`config.mk`:
```
export PLATFORM = sky130hd
export DESIGN_NAME = sirq_slave_agent
export DESIGN_NICKNAME = d
export VERILOG_FILES = /design/src/rtl/sirq_pkg.sv /design/src/rtl/sirq_seq.sv /design/src/rtl/sirq_chg.sv /design/src/rtl/sirq_drv.sv /design/src/rtl/sirq_slave_agent.sv
export SDC_FILE = /design/constraint.sdc
export NUM_CORES = 1
export LEC_CHECK = 0
export ABC_AREA = 1
export BUFFER_PORTS_ARGS = -buffer_cell sky130_fd_sc_hd__buf_2
export CAP_MARGIN = 0
export CORE_ASPECT_RATIO = 0.9
export CORE_UTILIZATION = 54
export DETAILED_ROUTE_END_ITERATION = 12
export GPL_TIMING_DRIVEN = 0
export PLACE_DENSITY = 0.81
export SKIP_CTS_REPAIR_TIMING = 1
export SYNTH_ARGS = -nofsm -noshare
export SYNTH_HDL_FRONTEND = slang
export SYNTH_SLANG_ARGS = --single-unit
```
`constraint.sdc`:
```
create_clock -name clk -period 5.9 [get_ports clk]
set_input_delay 0.885 -clock clk [delete_from_list [all_inputs] [get_ports clk]]
set_output_delay 0.885 -clock clk [all_outputs]
set_load 0.02 [all_outputs]
```
`src/rtl/sirq_pkg.sv`:
```
package sirq_pkg;

  typedef enum logic [2:0] {
    ST_IDLE, ST_REQ, ST_START, ST_DATA, ST_STOPW, ST_STOPL
  } sirq_st_e;

  // last clock of the final turn-around phase
  function automatic int sirq_last_clk(input int nirq);
    return 3 * (nirq + 1) + 1;
  endfunction

  // clock one before a slot's sample phase (periods 2..nirq+1)
  function automatic logic sirq_is_latch(input int c, input int nirq);
    return (c % 3 == 1) && (c >= 4) && (c <= 3 * nirq + 1);
  endfunction

  function automatic logic sirq_is_sample(input int c, input int nirq);
    return (c % 3 == 2) && (c >= 5) && (c <= 3 * nirq + 2);
  endfunction

  function automatic logic sirq_is_recov(input int c, input int nirq);
    return (c % 3 == 0) && (c >= 6) && (c <= 3 * nirq + 3);
  endfunction

  // IRQ number whose level is captured on latch clock c
  function automatic int sirq_slot_irq(input int c);
    return (c + 2) / 3 - 1;
  endfunction

endpackage

```
`src/rtl/sirq_seq.sv`:
```
module sirq_seq
  import sirq_pkg::*;
#(
  parameter int NUM_IRQ   = 15,
  parameter int CW        = 6,
  parameter int WW        = 4,
  parameter int QUIET_MAX = 2
) (
  input  logic          clk,
  input  logic          rst_n,
  input  logic          sirq_in,
  input  logic          want_req,
  output logic [CW-1:0] cnt,
  output logic          in_data,
  output logic          req_drive,
  output logic          quiet,
  output logic          stop_end
);
  localparam int LAST = sirq_last_clk(NUM_IRQ);
  localparam logic [WW-1:0] WMAX = {WW{1'b1}};

  sirq_st_e        st;
  logic [WW-1:0]   wcnt;

  assign in_data   = (st == ST_DATA);
  assign req_drive = (st == ST_REQ);
  assign stop_end  = (st == ST_STOPL) && sirq_in;

  always_ff @(posedge clk or negedge rst_n) begin
    if (!rst_n) begin
      st    <= ST_IDLE;
      cnt   <= '0;
      wcnt  <= '0;
      quiet <= 1'b0;
    end else begin
      case (st)
        ST_IDLE:  if (!sirq_in) st <= ST_START;
                  else if (quiet && want_req) st <= ST_REQ;
        ST_REQ:   st <= ST_START;
        ST_START: if (sirq_in) begin
                    st  <= ST_DATA;
                    cnt <= CW'(1);
                  end
        ST_DATA:  if (int'(cnt) == LAST) st <= ST_STOPW;
                  else cnt <= cnt + 1'b1;
        ST_STOPW: if (!sirq_in) begin
                    st   <= ST_STOPL;
                    wcnt <= WW'(1);
                  end
        ST_STOPL: if (sirq_in) begin
                    quiet <= (int'(wcnt) <= QUIET_MAX);
                    st    <= ST_IDLE;
                  end else if (wcnt != WMAX) begin
                    wcnt <= wcnt + 1'b1;
                  end
        default:  st <= ST_IDLE;
      endcase
    end
  end

  assert_mode_at_stop_R6: assert property (@(posedge clk) disable iff (!rst_n)
    !stop_end |=> $stable(quiet));
  assert_no_req_continuous_R7: assert property (@(posedge clk) disable iff (!rst_n)
    !quiet |-> !req_drive);
  assert_req_one_clock_R8: assert property (@(posedge clk) disable iff (!rst_n)
    req_drive |=> !req_drive);

endmodule

```
`src/rtl/sirq_chg.sv`:
```
module sirq_chg #(
  parameter int NUM_IRQ = 15
) (
  input  logic             clk,
  input  logic             rst_n,
  input  logic [NUM_IRQ:0] irq_lvl,
  input  logic [NUM_IRQ:0] irq_en,
  input  logic [NUM_IRQ:0] clr_vec,
  output logic             pend_any
);
  localparam logic [NUM_IRQ:0] BIT0 = {{NUM_IRQ{1'b0}}, 1'b1};

  logic [NUM_IRQ:0] masked, prev, pend, chg;
  logic             chg_any;

  assign masked   = irq_lvl | ~irq_en;   // disabled lines read as idle-high
  assign chg      = (masked ^ prev) & ~BIT0;
  assign chg_any  = |chg;
  assign pend_any = |pend;

  always_ff @(posedge clk or negedge rst_n) begin
    if (!rst_n) begin
      prev <= '1;
      pend <= '0;
    end else begin
      prev <= masked;
      pend <= (pend | chg) & ~clr_vec & ~BIT0;
    end
  end

  assert_pend_from_change_R8: assert property (@(posedge clk) disable iff (!rst_n)
    $rose(pend_any) |-> $past(chg_any));

endmodule

```
`src/rtl/sirq_drv.sv`:
```
module sirq_drv
  import sirq_pkg::*;
#(
  parameter int NUM_IRQ = 15,
  parameter int CW      = 6
) (
  input  logic             clk,
  input  logic             rst_n,
  input  logic [CW-1:0]    cnt,
  input  logic             in_data,
  input  logic [NUM_IRQ:0] irq_lvl,
  input  logic [NUM_IRQ:0] irq_en,
  output logic [NUM_IRQ:0] clr_vec,
  output logic             drive_low,
  output logic             drive_high
);
  logic latch, lat_sel, lat_q, drove_q;

  always_comb begin
    latch   = in_data && sirq_is_latch(int'(cnt), NUM_IRQ);
    lat_sel = 1'b1;
    clr_vec = '0;
    for (int i = 0; i <= NUM_IRQ; i++) begin
      if (latch && i > 0 && sirq_slot_irq(int'(cnt)) == i) begin
        lat_sel    = irq_lvl[i] | ~irq_en[i];
        clr_vec[i] = 1'b1;
      end
    end
  end

  assign drive_low  = in_data && sirq_is_sample(int'(cnt), NUM_IRQ) && !lat_q;
  assign drive_high = in_data && sirq_is_recov(int'(cnt), NUM_IRQ) && drove_q;

  always_ff @(posedge clk or negedge rst_n) begin
    if (!rst_n) begin
      lat_q   <= 1'b1;
      drove_q <= 1'b0;
    end else begin
      if (latch) lat_q <= lat_sel;
      drove_q <= drive_low;
    end
  end

  assert_high_after_low_R4: assert property (@(posedge clk) disable iff (!rst_n)
    drive_high |-> $past(drive_low));
  assert_low_single_clock_R3: assert property (@(posedge clk) disable iff (!rst_n)
    drive_low |=> !drive_low);

endmodule

```
`src/rtl/sirq_slave_agent.sv`:
```
module sirq_slave_agent #(
  parameter int NUM_IRQ   = 15,
  parameter int QUIET_MAX = 2
) (
  input  logic             clk,
  input  logic             rst_n,
  input  logic             sirq_in,
  output logic             sirq_oe,
  output logic             sirq_out,
  input  logic [NUM_IRQ:0] irq_lvl,
  input  logic [NUM_IRQ:0] irq_en
);
  localparam int LAST = sirq_pkg::sirq_last_clk(NUM_IRQ);
  localparam int CW   = $clog2(LAST + 1);
  localparam int WW   = $clog2(QUIET_MAX + 2) + 1;

  logic [CW-1:0]    cnt;
  logic             in_data, req_drive, quiet, stop_end, pend_any;
  logic             drive_low, drive_high;
  logic [NUM_IRQ:0] clr_vec;

  sirq_seq #(.NUM_IRQ(NUM_IRQ), .CW(CW), .WW(WW), .QUIET_MAX(QUIET_MAX)) u_seq (
    .clk, .rst_n, .sirq_in, .want_req(pend_any), .cnt, .in_data,
    .req_drive, .quiet, .stop_end
  );

  sirq_chg #(.NUM_IRQ(NUM_IRQ)) u_chg (
    .clk, .rst_n, .irq_lvl, .irq_en, .clr_vec, .pend_any
  );

  sirq_drv #(.NUM_IRQ(NUM_IRQ), .CW(CW)) u_drv (
    .clk, .rst_n, .cnt, .in_data, .irq_lvl, .irq_en, .clr_vec,
    .drive_low, .drive_high
  );

  assign sirq_oe  = req_drive | drive_low | drive_high;
  assign sirq_out = drive_high;

  assert_one_source_R4: assert property (@(posedge clk) disable iff (!rst_n)
    $onehot0({req_drive, drive_low, drive_high}));
  assert_quiet_outside_R7: assert property (@(posedge clk) disable iff (!rst_n)
    (!in_data && !quiet) |-> !sirq_oe);
  assert_stop_unused_R6: assert property (@(posedge clk) disable iff (!rst_n)
    stop_end |-> !sirq_oe);

endmodule

```
==> results of run 1 <==
## critical path: cells and delay by family, from the launching register on
kind                     cells  cell delay (ns)
AND/OR/NAND/NOR             29             2.68
AO/OA/AOI/OAI                5             0.90
adder cells (fa/ha/maj)      4             0.83
buffers and inverters        7             0.59
flip-flops                   1             0.43
## final timing paths
| path | from | to | slack, ns | depth (start not counted) |
|---|---|---|---|---|
| setup / recovery | u_seq.cnt[2]$_DFFE_PN0P_ | u_drv.lat_q$_DFFE_PN1P_ | 0.36 | 45 |
| hold / removal | u_chg.pend[4]$_DFF_PN0_ | u_chg.pend[4]$_DFF_PN0_ | 0.50 | 1 |
| setup reg to reg | u_seq.cnt[2]$_DFFE_PN0P_ | u_drv.lat_q$_DFFE_PN1P_ | 0.36 | 45 |
| hold reg to reg | u_chg.pend[4]$_DFF_PN0_ | u_chg.pend[4]$_DFF_PN0_ | 0.50 | 1 |
| max in group asynchronous | rst_n | u_seq.cnt[1]$_DFFE_PN0P_ | 4.49 | 1 |
| min in group asynchronous | rst_n | u_chg.pend[14]$_DFF_PN0_ | 0.73 | 1 |
## through the flow
step,setup TNS [ns],utilization (%),area (sq um),worst slack (ns)
after floorplan,0,-,3880,0.909
after global routing,-0.118,66.2,4470,-0.118
after CTS,0,62.8,4240,0.103
final,0,66.2,4470,0.355
after detailed placement,0,61.5,4160,0.154
after global placement,0,61.5,4160,0.312
## registers in the layout (all words and copies together), names as in the netlist
register / flops
u_seq.wcnt: 3
u_chg.prev: 15
u_seq.quiet: 1
u_seq.st: 3
u_drv.lat_q: 1
u_drv.drove_q: 1
u_chg.pend: 15
u_seq.cnt: 6
## power groups by stage
stage               clock network, W  registers, W  logic, W
floorplan                          0      0.000385  0.000557
global placement                   0      0.000392  0.000668
detailed placement                 0      0.000394  0.000696
CTS                         0.000196      0.000389  0.000700
global route                0.000205      0.000395  0.000904
finish                      0.000195      0.000390  0.000800
## cells in the mapped netlist (all sizes together), types with 2 or more instances
cell type,number,share of area [%]
nor3,10,1.7
nor2,92,11
xnor2,2,0.45
o21bai,4,0.87
o21a,3,0.58
nand4,14,2.6
a21oi,25,3.5
nand3,56,8.9
nor4,5,0.81
a31oi,2,0.32
o22ai,2,0.48
ha,19,6.1
inv,100,9.7
a211oi,3,0.58
dfrtp,29,19
o21ai,24,3.5
a2111oi,2,0.45
xor2,7,1.6
buf,6,1.0
a22oi,2,0.39
nand2,136,14
dfstp,16,11
clkbuf,3,0.29
## routing by layer
layer  vias to the layer above  GRT usage, %  wire length, microns
met5                         -             0                     0
met3                        18          3.21                   482
met4                         0          7.62                   145
met1                      1799          34.1                  4290
met2                       135          40.6                  4230
li1                       1943             -                     -
## cell families (layout without fill, tap and decap cells)
| logic type | Yosys count | in the layout | synth area share [%] |
|---|---|---|---|
| AND/OR/NAND/NOR | 315 | 315 | 38.9 |
| buffers and inverters | 110 | 162 | 11.1 |
| AO/OA/AOI/OAI | 74 | 74 | 12.3 |
| flip-flops | 45 | 45 | 29.6 |
| adder cells (fa/ha/maj) | 19 | 19 | 6.13 |
| XOR/XNOR | 9 | 9 | 2.03 |
## cell type report
type                    instances  area [sq um]  share of cell area, %
inverters                     101           379                   8.48
multi-input cells             417          2450                   54.7
well taps                      90           113                   2.52
clock inverters                 1          7.51                  0.168
clock buffers                   7          76.3                   1.71
repair buffers                 44           245                   5.48
plain buffers                   9          58.8                   1.31
flip-flops and latches         45          1150                   25.7
==> impl_metrics.toml, run 1 <==
[status]
status = "finished, final reports clean"

[cts]
cts.path.max_buffers = 2
clkLatencyLatePin_ns = 0.31
cts_tree = "yes"
cts_buffers = 5
clock_sinks = 45
cts.clk_slew.worst_paths_ns = 0.10
cts_htree_levels = 2
root_buffer = "clkbuf_8"

[sta]
drv_slew = 0
worst_pin_slew_ns = 0.981
final_hold_viol_count = 0
setup_viol = 0
max_slew_margin_pct = 34.6
fmaxAchievable_ghz = 0.180
skew_ns = 0.0139
post-route-period-util_pct = 94.0
final.min_clock_period_ns = 5.54
hold_ws_ns = 0.504

[pwr]
intPower_w = 0.000683
powerDensity_nw_per_um2 = 309
p_sw_share_pct = 50.7
finalPower_w = 0.00138
p_seq_share_pct = 28.2
vdd_drop_max_v = 0.000254
p_leak_nw = 2.19
clkPwrFrac_pct = 14.1
comb_power_share_pct = 57.8
switchingPower_w = 0.000701

[die]
start_util_pct = 57.3
die_w_microns = 91.3
ios = 37
core.rowCount = 28
core_area_sq_um = 6760
die_y_microns = 82.4
die_area_sq_um = 7520

[placed_design]
gp_congestion = 0.882
dp_cells = 696
io_buffers = 34
hpwl_microns = 6810

[logic_synthesis]
yosys_warnings = 0
syn_avg_cell_area_sq_um = 6.78
synthDistinctLibCells = 49
synth_seq_cells = 45
syn_nets = 626
synth_area_sq_um = 3880
synth_cells = 572
synth_edf_count = 0
synth-seq-area-share_pct = 29.6
async_reset_ff_share_pct = 100
synth_top_flop_cell = "dfrtp_1"

[critical_path]
crit_path_start_kind = "flip-flop"
required_ns = 6.13
critPathSlowestCell = "dfrtp_1"
crit_fanout = 8
path_class = "reg -> reg"
slowest_delay_ns = 0.43
cp.arrival_ns = 5.78
worst_setup_path_end_kind = "flip-flop"
path_common_cell = "nand2_1"

[worst_hold_path]
hold_class = "reg -> reg"

[global_route]
grt_pass1_vias = 3367
grt_pass1_wl_microns = 15000
gr-usage-all-layers_pct = 24.6
grt_antenna_before_repair = 0
overflow = 0
grt_max_degree = 46

[detailed_routing]
wl_microns = 9150
vias = 3895
viasPerCell = 5.46
drt_pass1_iterations = 5
wl_per_cell_microns = 12.8
dr.first_iter.drc_count = 316
ant_nets = 0
route.detailed.drc = 0

[job]
max_cap_violations = 0

[final_layout]
antenna_cells = 0
area_growth_syn_to_layout_pct = 15.4
layout.cells.non_filler = 714
final_cell_mix = "nand2_1, inv_1, nor2_1, nand3_1, buf_2"
drive_gt1_share_pct = 25.2
fillers = 589
final_common_cell = "nand2_1"
fin_nets = 677
Power figures use the tool's default switching activity.
==> inputs of run 2 (changes only) <==
Settings changed: PLACE_DENSITY 0.81 to 0.74.
==> run 2 against run 1 <==
Compared with the run above:
- non-clock buffer count fell by 3
- clock-buffer cell count down 1
- combinational power shrank 5.8%
- sequential cell count unchanged
- critical path type unchanged
- register-to-register slack got worse by 0.02 ns
==> impl_metrics.toml, run 2 (same netlist as run 1, synthesis figures left out) <==
[critical_path]
critPathSlowestCell = "dfrtp_2"
required_ns = 6.14
worst_setup_path_end_kind = "flip-flop"
crit_path_start_kind = "flip-flop"
path_common_cell = "nand2_1"
slowest_delay_ns = 0.40
crit_fanout = 9
path_class = "reg -> reg"
cp.arrival_ns = 5.81

[placed_design]
hpwl_microns = 6690
io_buffers = 34
gp_congestion = 0.923
dp_cells = 696

[die]
die_w_microns = 91.3
ios = 37
core.rowCount = 28
die_y_microns = 82.4
die_area_sq_um = 7520
start_util_pct = 57.3
core_area_sq_um = 6760

[sta]
hold_ws_ns = 0.509
final_hold_viol_count = 0
post-route-period-util_pct = 94.3
setup_viol = 0
fin_tns_setup_ns = 0
max_slew_margin_pct = 31.7
drv_slew = 0
skew_ns = 0.0146
final.min_clock_period_ns = 5.56
worst_pin_slew_ns = 1.02
fmaxAchievable_ghz = 0.180

[cts]
cts.clk_slew.worst_paths_ns = 0.08
root_buffer = "clkbuf_8"
cts.path.max_buffers = 2
cts_tree = "yes"
cts_htree_levels = 2
clkLatencyLatePin_ns = 0.32
cts_buffers = 5
clock_sinks = 45

[final_layout]
fillers = 610
drive_gt1_share_pct = 24.0
fin_nets = 674
final_util_pct = 65.6
top_regs = "u_chg.pend x15, u_chg.prev x15, u_seq.cnt x6"
antenna_cells = 0
final_cell_mix = "nand2_1, inv_1, nor2_1, nand3_1, buf_2"
layout.cells.non_filler = 711
area_growth_syn_to_layout_pct = 14.4
final_common_cell = "nand2_1"

[global_route]
grt_antenna_before_repair = 0
grt_max_degree = 46
gr-usage-all-layers_pct = 24.5
grt_pass1_vias = 3305
grt_pass1_wl_microns = 14900
overflow = 0

[detailed_routing]
vias = 3791
dr.first_iter.drc_count = 159
wl_per_cell_microns = 12.7
drt_pass1_iterations = 6
wl_microns = 9030
ant_nets = 0
viasPerCell = 5.33
route.detailed.drc = 0

[status]
status = "finished, final reports clean"

[pwr]
powerDensity_nw_per_um2 = 315
p_leak_nw = 2.20
vdd_drop_max_v = 0.000230

[worst_hold_path]
hold_class = "reg -> reg"

[job]
max_cap_violations = 0
## run 2: path summary, 6_finish.rpt
path | start | to | slack (ns) | depth (start not counted)
max in group asynchronous | rst_n | u_seq.cnt[1]$_DFFE_PN0P_ | 4.47 | 1
setup / recovery | u_seq.cnt[1]$_DFFE_PN0P_ | u_drv.lat_q$_DFFE_PN1P_ | 0.34 | 43
min in group asynchronous | rst_n | u_seq.cnt[3]$_DFFE_PN0P_ | 0.73 | 1
hold / removal | u_chg.pend[6]$_DFF_PN0_ | u_chg.pend[6]$_DFF_PN0_ | 0.51 | 1
hold reg to reg | u_chg.pend[6]$_DFF_PN0_ | u_chg.pend[6]$_DFF_PN0_ | 0.51 | 1
setup reg to reg | u_seq.cnt[1]$_DFFE_PN0P_ | u_drv.lat_q$_DFFE_PN1P_ | 0.34 | 43
## run 2: where the power goes
part / switching [W] / leakage (nW) / internal [W]
logic: 0.000524 / 1.67 / 0.000230
clock network: 0.000118 / 0.0574 / 0.000138
registers: 0.0000328 / 0.478 / 0.000355
## run 2: cell type report
class / instances / area [sq um] / area share (%)
Buffer: 9 / 56.3 / 1.27
Inverter: 101 / 379 / 8.55
Clock buffer: 6 / 82.6 / 1.86
Tap cell: 90 / 113 / 2.54
Clock inverter: 2 / 37.5 / 0.847
Sequential cell: 45 / 1150 / 25.9
Timing Repair Buffer: 41 / 223 / 5.02
Multi-Input combinational cell: 417 / 2400 / 54.0
## run 2: critical path, delay by kind of cell (launching register included)
family,cells,cell delay (ns)
DFF,1,0.40
buffers and inverters,7,0.81
adders and majority gates,3,0.64
and+or+nand+nor,28,2.80
AOI/OAI and AO/OA,5,0.83
## run 2: per-layer routing
layer	GRT usage, %	routed length, microns	vias up
li1	-	-	1932
met1	34.5	4400	1751
met2	40.0	4160	98
met3	3.02	358	10
met4	7.46	104	0
met5	0	0	-
## run 2: stage by stage
| stage | area, sq um | power [W] | worst slack [ns] |
|---|---|---|---|
| after floorplan | 3880 | 0.000942 | 0.909 |
| after global placement | 4160 | 0.00107 | 0.303 |
| after detailed placement | 4160 | 0.00109 | 0.179 |
| after CTS | 4280 | 0.00135 | 0.128 |
| after global routing | 4430 | 0.00150 | -0.111 |
| final | 4430 | 0.00140 | 0.337 |
